`src/rtl/lpsdr_cmd_pkg.sv`:
```
package lpsdr_cmd_pkg;
  localparam int NCMD    = 12;
  localparam int HIZ_LAG = 2;

  typedef enum logic [3:0] {
    C_DESEL = 4'd0,
    C_NOP   = 4'd1,
    C_ACT   = 4'd2,
    C_RD    = 4'd3,
    C_WR    = 4'd4,
    C_BST   = 4'd5,
    C_DPD   = 4'd6,
    C_PRE   = 4'd7,
    C_ARF   = 4'd8,
    C_SREF  = 4'd9,
    C_MRS   = 4'd10,
    C_EMRS  = 4'd11
  } cmd_e;

  localparam logic [2:0] RCW_NOP = 3'b111;
  localparam logic [2:0] RCW_ACT = 3'b011;
  localparam logic [2:0] RCW_RD  = 3'b101;
  localparam logic [2:0] RCW_WR  = 3'b100;
  localparam logic [2:0] RCW_BST = 3'b110;
  localparam logic [2:0] RCW_PRE = 3'b010;
  localparam logic [2:0] RCW_REF = 3'b001;
  localparam logic [2:0] RCW_MRS = 3'b000;
endpackage

```
`src/rtl/sdr_in_reg.sv`:
```
module sdr_in_reg #(
  parameter int BA_W = 2,
  parameter int A_W  = 13,
  parameter int DM_W = 2,
  parameter int DQ_W = 16
) (
  input  logic            clk,
  input  logic            rst,
  input  logic            cke_d,
  input  logic            cs_n_d,
  input  logic [2:0]      rcw_d,
  input  logic [BA_W-1:0] ba_d,
  input  logic [A_W-1:0]  a_d,
  input  logic [DM_W-1:0] dm_d,
  input  logic [DQ_W-1:0] dq_d,
  output logic            cke_q,
  output logic            cs_n_q,
  output logic [2:0]      rcw_q,
  output logic [BA_W-1:0] ba_q,
  output logic [A_W-1:0]  a_q,
  output logic [DM_W-1:0] dm_q,
  output logic [DQ_W-1:0] dq_q
);
  always_ff @(posedge clk) begin
    if (rst) begin
      cke_q  <= 1'b1;
      cs_n_q <= 1'b1;
      rcw_q  <= 3'b111;
      ba_q   <= '0;
      a_q    <= '0;
      dm_q   <= '0;
      dq_q   <= '0;
    end else begin
      cke_q  <= cke_d;
      cs_n_q <= cs_n_d;
      rcw_q  <= rcw_d;
      ba_q   <= ba_d;
      a_q    <= a_d;
      dm_q   <= dm_d;
      dq_q   <= dq_d;
    end
  end
endmodule

```
`src/rtl/sdr_cmd_classify.sv`:
```
module sdr_cmd_classify
  import lpsdr_cmd_pkg::*;
#(
  parameter int BA_W   = 2,
  parameter int A_W    = 13,
  parameter int COL_W  = 9,
  parameter int AP_BIT = 10
) (
  input  logic             cke,
  input  logic             cs_n,
  input  logic [2:0]       rcw,
  input  logic [BA_W-1:0]  ba,
  input  logic [A_W-1:0]   a,
  input  logic             ap_last,
  output cmd_e             idx,
  output logic [BA_W-1:0]  bank,
  output logic [A_W-1:0]   row,
  output logic [COL_W-1:0] col,
  output logic             ap,
  output logic             allb,
  output logic [A_W-1:0]   op,
  output logic             err
);
  always_comb begin
    idx  = C_NOP;
    bank = '0;
    row  = '0;
    col  = '0;
    ap   = 1'b0;
    allb = 1'b0;
    op   = '0;
    err  = 1'b0;
    if (cs_n) begin
      idx = C_DESEL;
    end else begin
      case (rcw)
        RCW_NOP: idx = C_NOP;
        RCW_ACT: begin
          idx  = C_ACT;
          bank = ba;
          row  = a;
        end
        RCW_RD, RCW_WR: begin
          idx  = (rcw == RCW_RD) ? C_RD : C_WR;
          bank = ba;
          col  = a[COL_W-1:0];
          ap   = a[AP_BIT];
        end
        RCW_BST: begin
          if (!cke)         idx = C_DPD;
          else if (ap_last) err = 1'b1;
          else              idx = C_BST;
        end
        RCW_PRE: begin
          idx  = C_PRE;
          allb = a[AP_BIT];
          bank = a[AP_BIT] ? '0 : ba;
        end
        RCW_REF: idx = cke ? C_ARF : C_SREF;
        default: begin
          if (ba == BA_W'(0)) begin
            idx = C_MRS;
            op  = a;
          end else if (ba == BA_W'(1)) begin
            idx = C_EMRS;
            op  = a;
          end else begin
            err = 1'b1;
          end
        end
      endcase
    end
  end
endmodule

```
`src/rtl/sdr_dm_delay.sv`:
```
module sdr_dm_delay #(
  parameter int W     = 2,
  parameter int DEPTH = 2
) (
  input  logic         clk,
  input  logic         rst,
  input  logic [W-1:0] din,
  output logic [W-1:0] dout
);
  logic [W-1:0] stage [DEPTH+1];
  assign stage[0] = din;

  for (genvar g = 0; g < DEPTH; g++) begin : g_stage
    always_ff @(posedge clk) begin
      if (rst) stage[g+1] <= '0;
      else     stage[g+1] <= stage[g];
    end
  end

  assign dout = stage[DEPTH];
endmodule

```
`src/rtl/lpsdr_cmd_decoder.sv`:
```
module lpsdr_cmd_decoder
  import lpsdr_cmd_pkg::*;
#(
  parameter int BA_W   = 2,
  parameter int A_W    = 13,
  parameter int COL_W  = 9,
  parameter int AP_BIT = 10,
  parameter int DM_W   = 2,
  parameter int DQ_W   = 16
) (
  input  logic             clk,
  input  logic             rst,
  input  logic             clk_en_i,
  input  logic             chip_sel_n_i,
  input  logic             row_sel_n_i,
  input  logic             col_sel_n_i,
  input  logic             wr_en_n_i,
  input  logic [BA_W-1:0]  bank_i,
  input  logic [A_W-1:0]   addr_i,
  input  logic [DM_W-1:0]  mask_i,
  input  logic [DQ_W-1:0]  wdata_i,
  output logic [NCMD-1:0]  cmd_o,
  output logic [BA_W-1:0]  bank_o,
  output logic [A_W-1:0]   row_o,
  output logic [COL_W-1:0] col_o,
  output logic             ap_o,
  output logic             all_banks_o,
  output logic [A_W-1:0]   opcode_o,
  output logic             cmd_err_o,
  output logic [DM_W-1:0]  wr_mask_o,
  output logic [DM_W-1:0]  dq_hiz_o,
  output logic [DQ_W-1:0]  wdata_o
);
  logic            cke_q, cs_n_q;
  logic [2:0]      rcw_q;
  logic [BA_W-1:0] ba_q;
  logic [A_W-1:0]  a_q;
  logic [DM_W-1:0] dm_q;
  logic [DQ_W-1:0] dq_q;

  sdr_in_reg #(.BA_W(BA_W), .A_W(A_W), .DM_W(DM_W), .DQ_W(DQ_W)) u_in (
    .clk(clk), .rst(rst),
    .cke_d(clk_en_i), .cs_n_d(chip_sel_n_i),
    .rcw_d({row_sel_n_i, col_sel_n_i, wr_en_n_i}),
    .ba_d(bank_i), .a_d(addr_i), .dm_d(mask_i), .dq_d(wdata_i),
    .cke_q(cke_q), .cs_n_q(cs_n_q), .rcw_q(rcw_q), .ba_q(ba_q),
    .a_q(a_q), .dm_q(dm_q), .dq_q(dq_q)
  );

  logic             ap_last;
  cmd_e             dec_idx;
  logic [BA_W-1:0]  dec_bank;
  logic [A_W-1:0]   dec_row, dec_op;
  logic [COL_W-1:0] dec_col;
  logic             dec_ap, dec_allb, dec_err;

  sdr_cmd_classify #(.BA_W(BA_W), .A_W(A_W), .COL_W(COL_W), .AP_BIT(AP_BIT)) u_cls (
    .cke(cke_q), .cs_n(cs_n_q), .rcw(rcw_q), .ba(ba_q), .a(a_q),
    .ap_last(ap_last), .idx(dec_idx), .bank(dec_bank), .row(dec_row),
    .col(dec_col), .ap(dec_ap), .allb(dec_allb), .op(dec_op), .err(dec_err)
  );

  logic [NCMD-1:0] dec_oh;
  for (genvar g = 0; g < NCMD; g++) begin : g_oh
    assign dec_oh[g] = (int'(dec_idx) == g);
  end

  always_ff @(posedge clk) begin
    if (rst) begin
      cmd_o       <= NCMD'(1) << C_NOP;
      bank_o      <= '0;
      row_o       <= '0;
      col_o       <= '0;
      ap_o        <= 1'b0;
      all_banks_o <= 1'b0;
      opcode_o    <= '0;
      cmd_err_o   <= 1'b0;
      wr_mask_o   <= '0;
      wdata_o     <= '0;
      ap_last     <= 1'b0;
    end else begin
      cmd_o       <= dec_oh;
      bank_o      <= dec_bank;
      row_o       <= dec_row;
      col_o       <= dec_col;
      ap_o        <= dec_ap;
      all_banks_o <= dec_allb;
      opcode_o    <= dec_op;
      cmd_err_o   <= dec_err;
      wr_mask_o   <= dm_q;
      wdata_o     <= dq_q;
      if (dec_idx == C_RD || dec_idx == C_WR) ap_last <= dec_ap;
    end
  end

  sdr_dm_delay #(.W(DM_W), .DEPTH(HIZ_LAG)) u_hiz (
    .clk(clk), .rst(rst), .din(dm_q), .dout(dq_hiz_o)
  );
endmodule

```
`config.mk`:
```
export PLATFORM = sky130hd
export DESIGN_NAME = lpsdr_cmd_decoder
export DESIGN_NICKNAME = d
export VERILOG_FILES = /design/src/rtl/lpsdr_cmd_pkg.sv /design/src/rtl/sdr_in_reg.sv /design/src/rtl/sdr_cmd_classify.sv /design/src/rtl/sdr_dm_delay.sv /design/src/rtl/lpsdr_cmd_decoder.sv
export SDC_FILE = /design/constraint.sdc
export NUM_CORES = 1
export LEC_CHECK = 0
export CAP_MARGIN = 25
export CORE_ASPECT_RATIO = 1.4
export CORE_MARGIN = 2
export CORE_UTILIZATION = 40
export CTS_CLUSTER_DIAMETER = 80
export DETAILED_ROUTE_END_ITERATION = 10
export DONT_BUFFER_PORTS = 1
export HOLD_SLACK_MARGIN = 0.06
export PLACE_DENSITY = 0.52
export SLEW_MARGIN = 10
export SYNTH_ARGS = -nofsm -noshare
export SYNTH_HDL_FRONTEND = slang
export SYNTH_SLANG_ARGS = --single-unit
```
`constraint.sdc`:
```
create_clock -name clk -period 2.9 [get_ports clk]
set_clock_uncertainty 0.05 [all_clocks]
set_input_delay 0.145 -clock clk [delete_from_list [all_inputs] [get_ports clk]]
set_output_delay 0.145 -clock clk [all_outputs]
set_load 0.05 [all_outputs]
```
==> metrics.txt <==
DRC violations left 0; core area 0.00805 sq mm; GR Overflow Total 0; Final HPWL DP 3830 um; Primary FF master, synth dfxtp_1; most instantiated cells after synthesis 111 x dfxtp_1, 56 x nor2b_1, 36 x and2_1; DRT Wirelength 6010 um; worst vdd ir 0.417 mV; syn_area_per_cell 11.8 sq um; CP max FO 13; largest area contributor in the netlist dfxtp_1; EDFF count, synth 0; post-synthesis register bit count 111; Max Fclk between 500 and 600 MHz; drt pass-1 iters 4; Iteration-0 DRC Markers between 60 and 70; RSZ-0062 raised after global routing no; initial antenna violation count 0; CTS tree done; Final setup viols 0; drt via density roughly 4.6; period utilisation layout 0.660; CTS buffer count 9; Setup crit end kind register; Slew HR 0.616; Boundary Pins 112; status finished, final reports clean; Nets 357; switching power 0.000650 W; share of post-route cells with drive strength above 1 0.0963; final setup TNS 0 ps; wire per inst 14.2 um; reg-to-reg slack, setup 990 ps; Worst Path Arrival 2060 ps; ys async rst share 0; crit start category register; Port Buf Inserts 0; clock power share 0.408; H-tree levels 3; Ys Warns 0; Top Metal Used met4; CTS sink cnt 111; Area contributors post-synth dfxtp_1 68%, nor2b_1 11%, and2_1 6.9%; Clk Latency, worst-skew pair 330 ps; clk slew on worst S/H paths 70 ps; Final ANT Viol Nets 0; synth unique cells 37; Final Wtd Congestion ~0.75; Critical Path RT 3050 ps; leakage power ~1.6 nW; buffer depth of the longest clock path 2; number of max-cap violations 0; P&R area growth vs syn 23.8%; Total GRT Usage 0.142; fin crit period approximately 1900 ps; Met1 Wirelength 2370 um; die area 0.00896 sq mm; initial core utilization 0.408; Least-Margin Pin Slew approximately 570 ps; die height 111 um; internal power roughly 0.0023 W; post-place setup slack 998 ps; Syn Nets 319; top cell type's share of synthesized area 0.677; count leader, synth dfxtp_1; row cnt 39; Met3 Wirelength 508 um; Layout fillers 711; Fin. Hold Viols 0; Vias 1960; Seq pwr share 0.552; Comb pwr share 0.040; Synth Instances 279; vias in the first global route roughly 2.0k; Syn Std Cell Area 0.00328 sq mm; fin. max-slew vios 0; CTS root buf clkbuf_16; sw frac 0.218; routed wl met2 2980 um; largest net degree at the start of global routing 71; Die X between 80 and 90 um; total power per unit cell area between 700 and 800 mW/mm^2; HP Class primary input to register; n_diodes 0; post-synthesis sequential area ratio 0.677; critical path type register to register; first-pass GRT wire length around 9600 um; setup ws final a little under 1000 ps
timing repair:
item / in CTS / in global routing
hold buffers: 39 / 0
endpoints found under the hold margin: 85 / 0
setup endpoints to repair: 0 / 0
buffers inserted: 0 / 0
resized for setup: 0 / 0
final timing paths:
kind,from,endpoint,cells past startpoint
worst max-delay path,u_in.rcw_q[0],ap_last,4
worst min-delay path,rst,u_in.a_q[0],2
worst max register to register,u_in.rcw_q[0],ap_last,4
worst min register to register,u_in.dq_q[8],wdata_o[8],1
stage by stage:
step           instance area (sq um)  cells   util  hold slack (ps)  power, W
5_1_grt                         4070    424  0.505              119   0.00311
3_3_place_gp                    3350    369  0.416              176   0.00175
6_report                        4070    424  0.505             99.3   0.00299
4_1_cts                         4070    424  0.505              108   0.00304
2_1_floorplan                   3280    279      -              199   0.00174
3_5_place_dp                    3350    369  0.416              177   0.00175
final cells by class:
class                           instances  area, sq um  area share
Clock buffer                           10          239      0.0588
Clock inverter                          6         67.6      0.0166
Sequential cell                       111         2220       0.546
Timing Repair Buffer                   40          415       0.102
Inverter                                3         11.3     0.00277
Tap cell                              102          128      0.0314
Multi-Input combinational cell        152          985       0.242
kinds of logic after synthesis:
| family | share of synthesized area |
|---|---|
| compound gates | 0.0381 |
| flops | 0.677 |
| buf+inv | 0.0236 |
| simple gates | 0.262 |
metal layers:
metal	vias up	global-route usage
met3	12	0.0570
met2	80	0.238
met1	895	0.143
met5	-	0
met4	0	0.0881
li1	973	-
worst max-delay path, stage by stage, from the launching register on:
cell,delay [ps]
dfxtp_1,440
or4_1,590
o211a_2,220
o41ai_1,360
a211oi_1,120
state kept, by name (all words and copies together), names as in the netlist, 3 cells and up:
signal,cells
u_in.a_q,13
col_o,9
wdata_o,16
u_in.dq_q,16
opcode_o,13
row_o,13
u_in.rcw_q,3
cmd_o,12
power by group through the flow:
| stage | combinational (W) | sequential, W | clock (W) |
|---|---|---|---|
| 2_1_floorplan | 0.0000736 | 0.00167 | 0 |
| 3_3_place_gp | 0.0000617 | 0.00168 | 0 |
| 3_5_place_dp | 0.0000635 | 0.00169 | 0 |
| 4_1_cts | 0.000122 | 0.00165 | 0.00127 |
| 5_1_grt | 0.000134 | 0.00166 | 0.00132 |
| 6_report | 0.000120 | 0.00165 | 0.00122 |
placed cells by master, fill, tap and decap left out, types with 2 or more instances in the layout:
| master | count |
|---|---|
| nor2b_1 | 56 |
| nor4_1 | 6 |
| or2_2 | 6 |
| o21ba_2 | 2 |
| inv_1 | 3 |
| a21oi_1 | 2 |
| a211oi_1 | 2 |
| nand2_1 | 4 |
| clkinvlp_4 | 2 |
| dfxtp_1 | 111 |
| dlygate4sd3_1 | 38 |
| and2_1 | 36 |
| nor3_1 | 9 |
| nand2b_1 | 4 |
| and3_1 | 2 |
| clkbuf_16 | 9 |
| nor2_1 | 3 |
| o21ai_0 | 2 |
Power figures use the tool's default switching activity.
